`src/rtl/i2c_rf_pkg.sv`:
```
package i2c_rf_pkg;
  typedef enum logic [3:0] {
    PH_IDLE, PH_DEV, PH_DEV_ACK, PH_PTR, PH_PTR_ACK,
    PH_WR, PH_WR_ACK, PH_RD, PH_RD_ACK
  } phase_t;
  localparam logic [6:0] DEV_ADDR_DEF = 7'b1101000;
endpackage

```
`src/rtl/i2c_pin_filter.sv`:
```
module i2c_pin_filter #(
  parameter int FILT_CYCLES = 12,
  parameter bit INIT = 1'b1
) (
  input  logic clk,
  input  logic rst,
  input  logic pin_i,
  output logic pin_o
);
  localparam int CW = $clog2(FILT_CYCLES + 1);
  logic [1:0]    sync_q;
  logic [CW-1:0] run_q;

  always_ff @(posedge clk) begin
    if (rst) begin
      sync_q <= {2{INIT}};
      run_q  <= '0;
      pin_o  <= INIT;
    end else begin
      sync_q <= {sync_q[0], pin_i};
      if (sync_q[1] == pin_o) begin
        run_q <= '0;
      end else if (run_q == CW'(FILT_CYCLES - 1)) begin
        pin_o <= sync_q[1];
        run_q <= '0;
      end else begin
        run_q <= run_q + 1'b1;
      end
    end
  end
endmodule

```
`src/rtl/i2c_bus_events.sv`:
```
module i2c_bus_events (
  input  logic clk,
  input  logic rst,
  input  logic scl,
  input  logic sda,
  output logic scl_rise,
  output logic scl_fall,
  output logic ev_start,
  output logic ev_stop
);
  logic scl_q, sda_q;

  always_ff @(posedge clk) begin
    if (rst) begin
      scl_q <= 1'b1;
      sda_q <= 1'b1;
    end else begin
      scl_q <= scl;
      sda_q <= sda;
    end
  end

  always_comb begin
    scl_rise = scl & ~scl_q;
    scl_fall = ~scl & scl_q;
    ev_start = scl & scl_q & sda_q & ~sda;
    ev_stop  = scl & scl_q & ~sda_q & sda;
  end
endmodule

```
`src/rtl/i2c_rf_engine.sv`:
```
module i2c_rf_engine
  import i2c_rf_pkg::*;
#(
  parameter int         AW         = 4,
  parameter int         DW         = 8,
  parameter int         CLK_REGION = 8,
  parameter int         FLAG_ADDR  = 15,
  parameter logic [6:0] DEV_ADDR   = DEV_ADDR_DEF
) (
  input  logic          clk,
  input  logic          rst,
  input  logic          sda,
  input  logic          scl_rise,
  input  logic          scl_fall,
  input  logic          ev_start,
  input  logic          ev_stop,
  input  logic [DW-1:0] rdata,
  output logic          sda_oe,
  output logic          busy,
  output logic [AW-1:0] ptr,
  output logic          we,
  output logic [DW-1:0] wdata,
  output logic          clk_wr_stb,
  output logic          freeze,
  output logic          flags_stb
);
  localparam int BCW = $clog2(DW + 1);
  localparam logic [BCW-1:0] FULL = BCW'(DW);

  phase_t         ph;
  logic [BCW-1:0] nbit;
  logic [DW-1:0]  rx_sh, tx_sh;
  logic           rd_dir, m_ack;
  logic           fetch;

  assign fetch = scl_fall && ((ph == PH_DEV_ACK && rd_dir) || (ph == PH_RD_ACK && m_ack));

  always_ff @(posedge clk) begin
    if (rst) begin
      ph <= PH_IDLE; nbit <= '0; rx_sh <= '0; tx_sh <= '0;
      rd_dir <= 1'b0; m_ack <= 1'b0; ptr <= '0; sda_oe <= 1'b0;
      busy <= 1'b0; we <= 1'b0; wdata <= '0; clk_wr_stb <= 1'b0;
      freeze <= 1'b0; flags_stb <= 1'b0;
    end else begin
      we <= 1'b0;
      clk_wr_stb <= 1'b0;
      flags_stb <= 1'b0;
      if (ev_stop) begin
        ph <= PH_IDLE; sda_oe <= 1'b0; busy <= 1'b0; freeze <= 1'b0; nbit <= '0;
      end else if (ev_start) begin
        ph <= PH_DEV; sda_oe <= 1'b0; busy <= 1'b1; nbit <= '0;
      end else begin
        if (scl_rise) begin
          unique case (ph)
            PH_DEV, PH_PTR, PH_WR: begin
              rx_sh <= {rx_sh[DW-2:0], sda};
              nbit  <= nbit + 1'b1;
            end
            PH_RD:     nbit <= nbit + 1'b1;
            PH_WR_ACK: ptr <= ptr + 1'b1;
            PH_RD_ACK: begin
              m_ack <= ~sda;
              if (!sda) ptr <= ptr + 1'b1;
            end
            default: ;
          endcase
        end
        if (scl_fall) begin
          unique case (ph)
            PH_DEV: if (nbit == FULL) begin
              nbit <= '0;
              if (rx_sh[DW-1:1] == DEV_ADDR) begin
                rd_dir <= rx_sh[0];
                sda_oe <= 1'b1;
                ph     <= PH_DEV_ACK;
              end else begin
                ph <= PH_IDLE;
              end
            end
            PH_DEV_ACK: if (!rd_dir) begin
              sda_oe <= 1'b0;
              ph     <= PH_PTR;
            end
            PH_PTR: if (nbit == FULL) begin
              ptr    <= rx_sh[AW-1:0];
              nbit   <= '0;
              sda_oe <= 1'b1;
              ph     <= PH_PTR_ACK;
            end
            PH_WR: if (nbit == FULL) begin
              we         <= 1'b1;
              wdata      <= rx_sh;
              clk_wr_stb <= (int'(ptr) < CLK_REGION);
              nbit       <= '0;
              sda_oe     <= 1'b1;
              ph         <= PH_WR_ACK;
            end
            PH_PTR_ACK, PH_WR_ACK: begin
              sda_oe <= 1'b0;
              ph     <= PH_WR;
            end
            PH_RD: begin
              if (nbit == FULL) begin
                sda_oe <= 1'b0;
                nbit   <= '0;
                ph     <= PH_RD_ACK;
              end else begin
                sda_oe <= ~tx_sh[DW-2];
                tx_sh  <= {tx_sh[DW-2:0], 1'b0};
              end
            end
            PH_RD_ACK: if (!m_ack) begin
              sda_oe <= 1'b0;
              ph     <= PH_IDLE;
            end
            default: ;
          endcase
        end
        if (fetch) begin
          tx_sh     <= rdata;
          sda_oe    <= ~rdata[DW-1];
          nbit      <= '0;
          ph        <= PH_RD;
          freeze    <= (int'(ptr) < CLK_REGION);
          flags_stb <= (int'(ptr) == FLAG_ADDR);
        end
      end
    end
  end
endmodule

```
`src/rtl/i2c_regfile_slave.sv`:
```
module i2c_regfile_slave
  import i2c_rf_pkg::*;
#(
  parameter int         AW          = 4,
  parameter int         DW          = 8,
  parameter int         FILT_CYCLES = 12,
  parameter int         CLK_REGION  = 8,
  parameter int         FLAG_ADDR   = 15,
  parameter logic [6:0] DEV_ADDR    = DEV_ADDR_DEF
) (
  input  logic          clk,
  input  logic          rst,
  input  logic          scl_i,
  input  logic          sda_i,
  output logic          sda_oe,
  output logic          bus_busy,
  output logic [AW-1:0] reg_addr,
  output logic          reg_we,
  output logic [DW-1:0] reg_wdata,
  input  logic [DW-1:0] reg_rdata,
  output logic          clk_wr_stb,
  output logic          clk_rd_freeze,
  output logic          flags_rd_stb
);
  localparam int NLINES = 2;
  logic [NLINES-1:0] raw_l, clean_l;
  logic scl_rise, scl_fall, ev_start, ev_stop;

  assign raw_l = {sda_i, scl_i};

  for (genvar g = 0; g < NLINES; g++) begin : g_line
    i2c_pin_filter #(.FILT_CYCLES(FILT_CYCLES), .INIT(1'b1)) u_filt (
      .clk(clk), .rst(rst), .pin_i(raw_l[g]), .pin_o(clean_l[g])
    );
  end

  i2c_bus_events u_ev (
    .clk(clk), .rst(rst), .scl(clean_l[0]), .sda(clean_l[1]),
    .scl_rise(scl_rise), .scl_fall(scl_fall),
    .ev_start(ev_start), .ev_stop(ev_stop)
  );

  i2c_rf_engine #(
    .AW(AW), .DW(DW), .CLK_REGION(CLK_REGION),
    .FLAG_ADDR(FLAG_ADDR), .DEV_ADDR(DEV_ADDR)
  ) u_eng (
    .clk(clk), .rst(rst), .sda(clean_l[1]),
    .scl_rise(scl_rise), .scl_fall(scl_fall),
    .ev_start(ev_start), .ev_stop(ev_stop),
    .rdata(reg_rdata), .sda_oe(sda_oe), .busy(bus_busy),
    .ptr(reg_addr), .we(reg_we), .wdata(reg_wdata),
    .clk_wr_stb(clk_wr_stb), .freeze(clk_rd_freeze), .flags_stb(flags_rd_stb)
  );
endmodule

```
`config.mk`:
```
export PLATFORM = sky130hd
export DESIGN_NAME = i2c_regfile_slave
export DESIGN_NICKNAME = d
export VERILOG_FILES = /design/src/rtl/i2c_rf_pkg.sv /design/src/rtl/i2c_pin_filter.sv /design/src/rtl/i2c_bus_events.sv /design/src/rtl/i2c_rf_engine.sv /design/src/rtl/i2c_regfile_slave.sv
export SDC_FILE = /design/constraint.sdc
export NUM_CORES = 1
export LEC_CHECK = 0
export BUFFER_PORTS_ARGS = -buffer_cell sky130_fd_sc_hd__buf_2
export CORE_MARGIN = 8
export CORE_UTILIZATION = 62
export CTS_CLUSTER_DIAMETER = 100
export CTS_CLUSTER_SIZE = 25
export DETAILED_ROUTE_END_ITERATION = 10
export GPL_TIMING_DRIVEN = 0
export PLACE_DENSITY = 0.84
export SLEW_MARGIN = 20
export SYNTH_ARGS = -nofsm -noshare
export SYNTH_HDL_FRONTEND = slang
export SYNTH_HIERARCHICAL = 1
export SYNTH_SLANG_ARGS = --single-unit
export TNS_END_PERCENT = 100
```
`constraint.sdc`:
```
create_clock -name clk -period 4.68 [get_ports clk]
set_input_delay 1.17 -clock clk [delete_from_list [all_inputs] [get_ports clk]]
set_output_delay 1.17 -clock clk [all_outputs]
set_load 0.02 [all_outputs]
```
==> summary.md <==
| Metric | Value |
|---|---|
| Yosys reg bits | `59` |
| Share of power burned in registers | `0.520` |
| WP data arrival | `around 2.5 ns` |
| Clock sinks | `59` |
| Final Setup Violations | `0` |
| IR drop worst, VDD | `approximately 0.29 mV` |
| Layout Cells excl Fill | `~400` |
| Number of global-route vias before repair | `roughly 2200` |
| Cells after synthesis | `slightly below 300` |
| DP Area | `roughly 2900 um^2` |
| Setup Fix Bufs, Post-CTS | `0` |
| Fin. Hold Viols | `0` |
| Nets@finish | `352` |
| Commonest non-fill, non-tap cell in the layout | `dfxtp_1` |
| First-pass GRT wire length | `9450 um` |
| Max FO, Critical Path | `8` |
| Post_cts resized | `0` |
| Net Count, Synth | `between 300 and 400` |
| Outcome | `finished clean` |
| Vias | `2246` |
| Slowest cell on crit path | `dfxtp_1` |
| CTS Hold Bufs | `0` |
| Die X | `81.7 um` |
| Synth cell types | `58` |
| Tmin final | `2.30 ns` |
| Max Buffers Root-to-Sink | `2` |
| Gpl congestion | `0.976` |
| Hold Crit Class | `reg2reg` |
| CP top delay family | `simple AND/OR/NAND/NOR gates` |
| Buffers and inverters on the worst path | `0` |
| Count of pins over their slew limit | `0` |
| Final HPWL DP | `about 4000 um` |
| Skew-Pair Late Insertion Delay | `between 0.3 and 0.4 ns` |
| Share of cells above drive strength 1 | `0.180` |
| Post-route cell area | `a little over 3000 um^2` |
| CTS Buf Count | `9` |
| Sw Ratio | `0.194` |
| Residual DRC | `0` |
| Worst-Margin Slew | `0.674 ns` |
| Post-synth EDFFs | `0` |
| Starting density of the core | `0.627` |
| Slowest stage delay, CP | `0.47 ns` |
| CP cell instances | `and4b_1 -> nor2_1 -> and2_1 -> nand3_1 -> mux2i_1 -> nor2_1` |
| Req. time, crit path | `between 4 and 5 ns` |
| TritonRoute pass-1 iters | `4` |
| Asr flop ratio synth | `0` |
| Remaining antenna violation count | `0` |
| CTS H-Tree Depth | `3` |
| Normalized max-slew margin | `0.547` |
| Port Buffers | `29` |
| Fin Setup TNS | `0 ns` |
| Gr usage total | `0.180` |
| Total core area | `4260 um^2` |
| Final period util | `0.492` |
| Multi-input gate area | `between 1000 and 1500 um^2` |
| Std cell rows | `24` |
| Pwr per Cell Area | `approximately 320 nW/um^2` |
| Initial drt markers | `230` |
| Yosys warns | `6` |
| Clock slew at reported path FFs | `0.06 ns` |
| Unrepaired setup endpoints after global routing | `no` |
| Global route total overflow | `0` |
| FF/Latch Area | `approximately 1200 um^2` |
| Leakage power | `roughly 1.3 nW` |
| Vias/cell | `5.74` |
| WL per Instance | `14.3 um` |
| # fillers | `between 300 and 400` |
| Die ar. | `roughly 6700 um^2` |
| Post-synthesis sequential area ratio | `0.442` |
| Routed wire length | `5590 um` |
| Max Cap Viol | `0` |
| Synth-to-Final Area Change | `15.1%` |
| CP most frequent cell | `nor2_1` |
| Top FF cell, synth | `dfxtp_1` |
| Crit. End Element | `flip-flop` |
| NetSw | `~0.19 mW` |
| Comb pwr share | `0.019` |
| Die height | `81.7 um` |
| Clock Power Share | `0.461` |
| Int Pwr | `between 0.7 and 0.8 mW` |
| Clock root buffer | `clkbuf_8` |
| Number of diodes | `0` |
| Most frequent cells in the layout | `dfxtp_1 (59), nor2_1 (44), buf_2 (32)` |
| Largest net degree at the start of global routing | `16` |
| Clk_skew | `between 0.004 and 0.005 ns` |
| Mapped cell area | `between 2000 and 3000 um^2` |
| Mean post-synth cell area | `between 9 and 10 um^2` |
| Fmax | `about 430 MHz` |
| Startpoint types | `flip-flop` |
| Placed Cells | `approximately 380` |
| Ports | `30` |
| CTS tree | `done` |
| Worst setup path class | `reg2reg` |
| Initial antenna violation count | `0` |
-- cells in the mapped netlist, types with 6 or more instances --
cell type  count  area [um^2]
nor3_1         8         40.0
o21ai_0        6         30.0
dfxtp_1       59         1180
nor2b_1        6         37.5
nand3_1        8         40.0
a311oi_1       6         52.6
mux2i_1       19          190
inv_1         11         41.3
nand2_1       23         86.3
a21oi_1       10         50.1
nor2_1        44          165
clkbuf_1       8         30.0
-- cell type report --
cell class / instances / share of cell area
Sequential cell: 59 / 0.384
Inverter: 11 / 0.0134
Clock inverter: 2 / 0.0114
Multi-Input combinational cell: 212 / 0.451
Clock buffer: 13 / 0.0516
Timing Repair Buffer: 29 / 0.0472
Buffer: 13 / 0.0207
Tap cell: 52 / 0.0211
-- state kept, by name, indices dropped and copies added, names as in the netlist --
| name | cells |
|---|---|
| g_line.u_filt/pin_o | 2 |
| g_line.u_filt/run_q | 8 |
| g_line.u_filt/sync_q | 4 |
| u_eng/busy | 1 |
| u_eng/clk_wr_stb | 1 |
| u_eng/flags_stb | 1 |
| u_eng/freeze | 1 |
| u_eng/m_ack | 1 |
| u_eng/nbit | 4 |
| u_eng/ph | 4 |
| u_eng/ptr | 4 |
| u_eng/rd_dir | 1 |
| u_eng/rx_sh | 8 |
| u_eng/sda_oe | 1 |
| u_eng/tx_sh | 7 |
| u_eng/wdata | 8 |
| u_eng/we | 1 |
| u_ev/scl_q | 1 |
| u_ev/sda_q | 1 |
-- final timing paths --
path / from / endpoint / slack (ns) / depth (start not counted)
worst min register to register: g_line[1].u_filt/sync_q[0]$_SDFF_PP1_ / g_line[1].u_filt/sync_q[1]$_SDFF_PP1_ / 0.41 / 1
worst max-delay path: g_line[1].u_filt/pin_o$_SDFFE_PP1P_ / u_eng/wdata[5]$_SDFFE_PP0P_ / 2.38 / 6
worst min-delay path: g_line[1].u_filt/sync_q[0]$_SDFF_PP1_ / g_line[1].u_filt/sync_q[1]$_SDFF_PP1_ / 0.41 / 1
worst max register to register: g_line[1].u_filt/pin_o$_SDFFE_PP1P_ / u_eng/wdata[5]$_SDFFE_PP0P_ / 2.38 / 6
-- worst reg2reg max path: stages (launching register included) --
cell and delay (ns):
dfxtp_1 0.47, and4b_1 0.31, nor2_1 0.38, and2_1 0.24, nand3_1 0.40, mux2i_1 0.32, nor2_1 0.05
-- power by group through the flow --
stage	clock network, mW	registers, mW	logic [mW]
6_report	0.448	0.506	0.0187
5_1_grt	0.486	0.505	0.0215
4_1_cts	0.460	0.505	0.0188
3_5_place_dp	0	0.516	0.0188
3_3_place_gp	0	0.516	0.0184
2_1_floorplan	0	0.516	0.00970
-- cell families (layout without fill, tap and decap cells) --
logic type / Yosys count / in the layout / synth area share
AO/OA/AOI/OAI: 52 / 52 / 0.145
adder cells (fa/ha/maj): 6 / 6 / 0.0272
multiplexers: 19 / 19 / 0.0712
XOR/XNOR: 9 / 9 / 0.0295
AND/OR/NAND/NOR: 126 / 126 / 0.246
buffers and inverters: 24 / 68 / 0.0393
flip-flops: 59 / 59 / 0.442
-- routing by layer --
layer,routed length (um),GRT usage
met4,93,0.102
met1,2640,0.223
met2,2470,0.277
met5,0,0
met3,386,0.0481
-- per-stage QoR --
step                      hold WS, ns  setup WS, ns  total power, mW  utilization
after floorplan                 0.389          2.75            0.526            -
after global placement          0.391          2.39            0.535        0.676
after detailed placement        0.394          2.39            0.535        0.676
after CTS                       0.410          2.41            0.984        0.722
after global routing            0.415          2.23             1.01        0.722
final                           0.408          2.38            0.972        0.722
Power figures use the tool's default switching activity.
